File: src/rtl/rtc_pkg.sv
package rtc_pkg;
    localparam int NFIELD    = 7;
    localparam int NALARM    = 6;
    localparam int F_SEC     = 0;
    localparam int F_MIN     = 1;
    localparam int F_HR      = 2;
    localparam int F_DAY     = 3;
    localparam int F_MON     = 4;
    localparam int F_YR      = 5;
    localparam int F_WDAY    = 6;
    localparam int OFS_ALARM = 7;
    localparam int OFS_CTRL  = 13;
    localparam int OFS_STAT  = 14;
    localparam int OFS_INTEN = 15;
    localparam int OFS_COMP0 = 16;
    localparam int OFS_COMP1 = 17;

    typedef logic [7:0] bcd_t;
    typedef bcd_t [NFIELD-1:0] cal_t;
    typedef bcd_t [NALARM-1:0] alm_t;

    function automatic bcd_t bcd_inc(bcd_t v);
        if (v[3:0] >= 4'd9) return {v[7:4] + 4'd1, 4'd0};
        return {v[7:4], v[3:0] + 4'd1};
    endfunction

    function automatic logic [6:0] bcd2bin(bcd_t v);
        return 7'(v[7:4]) * 7'd10 + 7'(v[3:0]);
    endfunction

    function automatic bcd_t month_len(bcd_t mon, bcd_t yr);
        logic [6:0] m;
        logic [6:0] y;
        m = bcd2bin(mon);
        y = bcd2bin(yr);
        if (m == 7'd2) return (y[1:0] == 2'd0) ? 8'h29 : 8'h28;
        if (m == 7'd4 || m == 7'd6 || m == 7'd9 || m == 7'd11) return 8'h30;
        return 8'h31;
    endfunction
endpackage

File: src/rtl/rtc_cal_step.sv
module rtc_cal_step
    import rtc_pkg::*;
(
    input  cal_t cur,
    output cal_t nxt,
    output logic roll_min,
    output logic roll_hr,
    output logic roll_day
);
    always_comb begin
        nxt      = cur;
        roll_min = 1'b0;
        roll_hr  = 1'b0;
        roll_day = 1'b0;
        if (cur[F_SEC] >= 8'h59) begin
            nxt[F_SEC] = 8'h00;
            roll_min   = 1'b1;
            if (cur[F_MIN] >= 8'h59) begin
                nxt[F_MIN] = 8'h00;
                roll_hr    = 1'b1;
                if (cur[F_HR] >= 8'h23) begin
                    nxt[F_HR]   = 8'h00;
                    roll_day    = 1'b1;
                    nxt[F_WDAY] = (cur[F_WDAY] >= 8'h06) ? 8'h00 : cur[F_WDAY] + 8'h01;
                    if (cur[F_DAY] >= month_len(cur[F_MON], cur[F_YR])) begin
                        nxt[F_DAY] = 8'h01;
                        if (cur[F_MON] >= 8'h12) begin
                            nxt[F_MON] = 8'h01;
                            nxt[F_YR]  = (cur[F_YR] >= 8'h99) ? 8'h00 : bcd_inc(cur[F_YR]);
                        end else begin
                            nxt[F_MON] = bcd_inc(cur[F_MON]);
                        end
                    end else begin
                        nxt[F_DAY] = bcd_inc(cur[F_DAY]);
                    end
                end else begin
                    nxt[F_HR] = bcd_inc(cur[F_HR]);
                end
            end else begin
                nxt[F_MIN] = bcd_inc(cur[F_MIN]);
            end
        end else begin
            nxt[F_SEC] = bcd_inc(cur[F_SEC]);
        end
    end
endmodule

File: src/rtl/rtc_alarm_cmp.sv
module rtc_alarm_cmp
    import rtc_pkg::*;
#(
    parameter int FIELDS = NALARM
) (
    input  cal_t tm,
    input  alm_t alm,
    output logic hit
);
    logic [FIELDS-1:0] eq;

    for (genvar i = 0; i < FIELDS; i++) begin : g_eq
        assign eq[i] = (tm[i] == alm[i]);
    end

    assign hit = &eq;
endmodule

File: src/rtl/bcd_rtc_core.sv
module bcd_rtc_core
    import rtc_pkg::*;
#(
    parameter int ADDR_W = 5
) (
    input  logic              clk,
    input  logic              rst_n,
    input  logic              tick_1s,
    input  logic              wr_en,
    input  logic [ADDR_W-1:0] addr,
    input  logic [7:0]        wdata,
    output logic [7:0]        rdata,
    output logic              irq
);
    localparam cal_t CAL_RST = {8'h00, 8'h00, 8'h01, 8'h01, 8'h00, 8'h00, 8'h00};
    localparam logic [ADDR_W-1:0] A_ALM_LO = ADDR_W'(OFS_ALARM);
    localparam logic [ADDR_W-1:0] A_ALM_HI = ADDR_W'(OFS_ALARM + NALARM);

    typedef struct packed {
        cal_t            tm;
        cal_t            snap;
        alm_t            alm;
        logic [7:0]      ctrl;
        logic [7:2]      flags;
        logic [3:0]      inten;
        logic [1:0][7:0] comp;
    } state_t;

    state_t            s_d, s_q;
    cal_t              tm_nxt;
    logic              r_min, r_hr, r_day, alm_hit, advance, sel_flag;
    logic [7:2]        fl_set, fl_clr;
    logic [ADDR_W-1:0] aoff;
    logic              is_time, is_alm;

    logic              run_q;
    cal_t              tm_q;
    logic [7:2]        flags_q;
    logic [3:0]        inten_q;

    assign run_q   = s_q.ctrl[0];
    assign tm_q    = s_q.tm;
    assign flags_q = s_q.flags;
    assign inten_q = s_q.inten;

    rtc_cal_step u_step (
        .cur      (s_q.tm),
        .nxt      (tm_nxt),
        .roll_min (r_min),
        .roll_hr  (r_hr),
        .roll_day (r_day)
    );

    rtc_alarm_cmp #(.FIELDS(NALARM)) u_alm (
        .tm  (tm_nxt),
        .alm (s_q.alm),
        .hit (alm_hit)
    );

    assign advance = tick_1s & run_q;
    assign aoff    = addr - A_ALM_LO;
    assign is_time = (addr < ADDR_W'(NFIELD));
    assign is_alm  = (addr >= A_ALM_LO) && (addr < A_ALM_HI);

    always_comb begin
        s_d    = s_q;
        fl_set = '0;
        fl_clr = '0;
        if (advance) begin
            s_d.tm = tm_nxt;
            fl_set = {1'b0, alm_hit, r_day, r_hr, r_min, 1'b1};
        end
        if (wr_en) begin
            if (is_time) begin
                s_d.tm[addr[2:0]] = wdata;
            end else if (is_alm) begin
                s_d.alm[aoff[2:0]] = wdata;
            end else if (addr == ADDR_W'(OFS_CTRL)) begin
                s_d.ctrl = wdata & 8'hBF;
                if (wdata[6]) s_d.snap = s_q.tm;
            end else if (addr == ADDR_W'(OFS_STAT)) begin
                fl_clr = wdata[7:2];
            end else if (addr == ADDR_W'(OFS_INTEN)) begin
                s_d.inten = wdata[3:0];
            end else if (addr == ADDR_W'(OFS_COMP0)) begin
                s_d.comp[0] = wdata;
            end else if (addr == ADDR_W'(OFS_COMP1)) begin
                s_d.comp[1] = wdata;
            end
        end
        s_d.flags = (s_q.flags & ~fl_clr) | fl_set;
    end

    always_ff @(posedge clk) begin
        if (!rst_n) begin
            s_q.tm    <= CAL_RST;
            s_q.snap  <= CAL_RST;
            s_q.alm   <= '0;
            s_q.ctrl  <= '0;
            s_q.flags <= 6'b100000;
            s_q.inten <= '0;
            s_q.comp  <= '0;
        end else begin
            s_q <= s_d;
        end
    end

    always_comb begin
        rdata = 8'h00;
        if (is_time) begin
            rdata = s_q.snap[addr[2:0]];
        end else if (is_alm) begin
            rdata = s_q.alm[aoff[2:0]];
        end else if (addr == ADDR_W'(OFS_CTRL)) begin
            rdata = s_q.ctrl;
        end else if (addr == ADDR_W'(OFS_STAT)) begin
            rdata = {s_q.flags, run_q, 1'b0};
        end else if (addr == ADDR_W'(OFS_INTEN)) begin
            rdata = {4'h0, s_q.inten};
        end else if (addr == ADDR_W'(OFS_COMP0)) begin
            rdata = s_q.comp[0];
        end else if (addr == ADDR_W'(OFS_COMP1)) begin
            rdata = s_q.comp[1];
        end
    end

    always_comb begin
        case (s_q.inten[1:0])
            2'd0:    sel_flag = s_q.flags[2];
            2'd1:    sel_flag = s_q.flags[3];
            2'd2:    sel_flag = s_q.flags[4];
            default: sel_flag = s_q.flags[5];
        endcase
    end

    assign irq = (s_q.flags[6] & s_q.inten[3]) | (sel_flag & s_q.inten[2]);
endmodule

File: config.mk
export PLATFORM = sky130hd
export DESIGN_NAME = bcd_rtc_core
export DESIGN_NICKNAME = d
export VERILOG_FILES = /design/src/rtl/rtc_pkg.sv /design/src/rtl/rtc_cal_step.sv /design/src/rtl/rtc_alarm_cmp.sv /design/src/rtl/bcd_rtc_core.sv
export SDC_FILE = /design/constraint.sdc
export NUM_CORES = 1
export LEC_CHECK = 0
export ABC_AREA = 1
export BUFFER_PORTS_ARGS = -buffer_cell sky130_fd_sc_hd__buf_2
export CORE_MARGIN = 5
export CORE_UTILIZATION = 50
export CTS_BUF_LIST = sky130_fd_sc_hd__clkbuf_4
export CTS_CLUSTER_DIAMETER = 150
export CTS_CLUSTER_SIZE = 16
export DETAILED_ROUTE_END_ITERATION = 10
export PLACE_DENSITY = 0.69
export SKIP_LAST_GASP = 1
export SYNTH_ARGS = -nofsm -noshare
export SYNTH_HDL_FRONTEND = slang
export SYNTH_SLANG_ARGS = --single-unit
File: constraint.sdc
create_clock -name clk -period 3.6 [get_ports clk]
set_clock_uncertainty 0.05 [all_clocks]
set_input_delay 0.72 -clock clk [delete_from_list [all_inputs] [get_ports clk]]
set_output_delay 0.72 -clock clk [all_outputs]
set_load 0.02 [all_outputs]
==> flow_summary_export.csv <==
group,metric,value,unit
sta,setup_ws,-0.422,ns
cells_and_area,syn_to_final_growth,13.0,%
critical_path,worstSetupEndpointType,"register",
critical_path,startpoint_type,"register",
cells_and_area,instances_no_fill,2074,
status,failed_checks,"setup timing",
place,post-place-cells,2029,
synthesis,yosysSeqAreaShare,33.3,%
die,core.rowCount,55,
grt,antenna_found_initial,1,
synthesis,synth_cell_type_count,51,
critical_path,critPathBufInv,5,
route,route.detailed.drc,0,
synthesis,syn_area_per_cell,6.75,um2
power_and_ir_drop,vdd_ir_drop_max,0.216,mV
clock_network,clockRootBuffer,"clkbuf_4",
critical_path,crit_path_frequent_cell,"nand2_1",
die,ioPinCount,26,
clock_network,cts_buffers,17,
critical_path,worstPathArrival,4.53,ns
grt,grt_use_total,31.0,%
synthesis,syn_area,11600,um2
synthesis,ys.flop_type,"dfxtp_1",
power_and_ir_drop,leakagePower,5.25,nW
die,die_height,162,um
synthesis,syn_nets,1782,
synthesis,async_flop_share,0,%
cells_and_area,seqCellArea,3870,um2
synthesis,ys_warn_count,0,
clock_network,clkLatencyLatePin,0.63,ns
cells_and_area,drive_gt1_share,15.0,%
sta,post-route-period-util,112,%
cells_and_area,final_nets,1839,
sta,rsz0062_at_grt,"yes",
synthesis,ys_ff_latch,193,
critical_path,slowest_delay,0.52,ns
sta,fin_tns_setup,-1.66,ns
route,avgRoutedWirePerCell,20.4,um
clock_network,cts_tree,"done",
die,initial_core_util,51.1,%
cells_and_area,multiInputGateArea,6860,um2
die,core,22700,um2
die,fp.dieW,162,um
hold_path,worstHoldPathType,"reg -> reg",
die,die_area,26300,um2
cells_and_area,nFillCells,2208,
sta,max_freq,249,MHz
route,viasPerCell,6.05,
sta,slew_headroom,41.6,%
grt,grt-ovfl-total,0,
route,num_vias,12600,
critical_path,crit_slowest_cell,"fa_1",
route,drt-total-wl,42300,um
clock_network,clk_pin_slew,0.17,ns
status,status,"finished with violations",
sta,setup_viol,12,
synthesis,synth_cells,1718,
run,cap_viol_max_count,0,
power_and_ir_drop,power_density,297,nW/um2
grt,grt_pass1_vias,11200,
route,drtAntennaViolNets,0,
clock_network,clock_sinks,193,
critical_path,critical-path-top-delay-family,"simple AND/OR/NAND/NOR gates",
sta,drv_slew,0,
sta,final.min_clock_period,4.02,ns
clock_network,cts.path.max_buffers,2,
critical_path,worstPathMaxFanout,7,
sta,finalHoldViolCount,0,
place,place_congestion,1.06,
critical_path,criticalPathCategory,"reg -> reg",
critical_path,worstPathRequired,4.10,ns
clock_network,htreeDepth,4,
route,dr.first_iter.drc_count,1663,
grt,grt_start_max_net_pins,70,
grt,grt_pass1_wl,63600,um
synthesis,synth-edff-count,0,
route,first_pass_iters,9,
sta,worstMarginPinSlew,0.872,ns
place,place_hpwl,30600,um
place,port_buffers,25,
[worst register-to-register path, delay by kind of cell, from the launching register on]
kind                     cells  cell delay [ns]
buffers and inverters        5             0.39
AO/OA/AOI/OAI                1             0.11
adder cells (fa/ha/maj)      4             1.05
AND/OR/NAND/NOR             20             1.98
flip-flops                   1             0.39
[layout make-up]
| class | count | area share [%] |
|---|---|---|
| timing repair buffer | 113 | 6.44 |
| clock inverter | 14 | 1.19 |
| antenna | 1 | 0.0191 |
| tap | 285 | 2.72 |
| inverter | 232 | 6.67 |
| clock buffer | 18 | 1.03 |
| multi-input combinational | 1218 | 52.4 |
| sequential | 193 | 29.5 |
[Yosys cell counts (3+ instances only)]
cell / instances / share of area (%)
o21ai_1: 7 / 0.30
o221ai_1: 6 / 0.45
nor2_4: 3 / 0.29
o22ai_1: 31 / 1.7
nand3b_1: 5 / 0.32
o21ai_0: 206 / 8.9
a41oi_1: 4 / 0.30
buf_6: 6 / 0.58
nand3_2: 3 / 0.26
buf_2: 9 / 0.39
o31ai_1: 3 / 0.19
inv_1: 215 / 7.0
o211ai_1: 14 / 0.91
nand3_1: 116 / 5.0
a21oi_1: 199 / 8.6
nand4_1: 19 / 1.0
nand2_2: 7 / 0.38
ha_1: 45 / 4.9
a221oi_1: 14 / 1.1
inv_2: 13 / 0.42
nand2_1: 317 / 10
a21oi_4: 5 / 0.70
xor2_1: 9 / 0.68
clkinv_1: 4 / 0.13
a211oi_1: 9 / 0.58
nor2_2: 10 / 0.54
a22oi_1: 8 / 0.52
clkbuf_1: 53 / 1.7
nor2_1: 110 / 3.6
nor3_1: 18 / 0.78
buf_4: 8 / 0.52
a31oi_1: 22 / 1.2
dfxtp_1: 193 / 33
[metal layers]
metal  vias to the layer above  GRT usage (%)  share of wire (%)
li1                       5918              -                  -
met4                         0           15.4                5.5
met3                       146           7.16                 10
met2                       691           46.7                 43
met1                      5797           41.8                 41
met5                         -              0                  0
[power by group]
| part | total (mW) | leakage, nW | switching [mW] | internal [mW] |
|---|---|---|---|---|
| Clock | 1.24 | 0.161 | 0.905 | 0.333 |
| Sequential | 2.19 | 1.56 | 0.0248 | 2.16 |
| Combinational | 0.463 | 3.53 | 0.328 | 0.135 |
[worst paths after layout]
path	from	to	slack (ns)	cells past startpoint
max	s_q[175]	flags_q[6]	-0.42	30
min	s_q[6]	s_q[6]	0.42	2
max reg2reg	s_q[175]	flags_q[6]	-0.42	30
min reg2reg	s_q[6]	s_q[6]	0.42	2
[through the flow]
stage	worst slack [ns]	power (mW)	utilization (%)	instance area, um2	hold WS, ns
6_report	-0.422	3.89	57.7	13100	0.416
5_1_grt	-0.696	4.02	57.7	13100	0.438
4_1_cts	-0.336	3.87	56.5	12800	0.420
3_5_place_dp	-0.382	2.66	54.8	12400	0.395
3_3_place_gp	-0.234	2.66	54.8	12400	0.390
2_1_floorplan	-0.0377	2.49	-	11700	0.380
[layout by cell type (no fill, tap or decap), types with 9 or more instances in the layout]
master	instances
nand2_1	304
inv_1	211
o21ai_0	200
a21oi_1	194
dfxtp_1	191
nor2_1	105
nand3_1	103
buf_4	79
ha_1	40
o22ai_1	31
buf_2	24
a31oi_1	21
nand4_1	19
clkbuf_4	18
inv_2	17
nand2_2	15
nand3_2	15
o211ai_1	14
nor3_1	12
nor2_2	12
a221oi_1	11
xor2_1	9
[cell families (layout without fill, tap and decap cells)]
group           after synthesis  in the layout  share of synthesized area (%)
fa+ha+maj                    47             47                           5.20
flops                       193            193                           33.3
compound gates              541            541                           26.3
buf+inv                     308            377                           10.7
other cells                   0              1                              0
xor+xnor                     11             11                          0.831
simple gates                618            619                           23.6
[timing repair]
action / CTS / global route
pin swaps: 20 / 13
gates cloned: 1 / 0
resized for setup: 10 / 60
endpoints found under the setup margin: 13 / 26
setup buffers: 6 / 6
hold buffers: 0 / 0
Power figures use the tool's default switching activity.
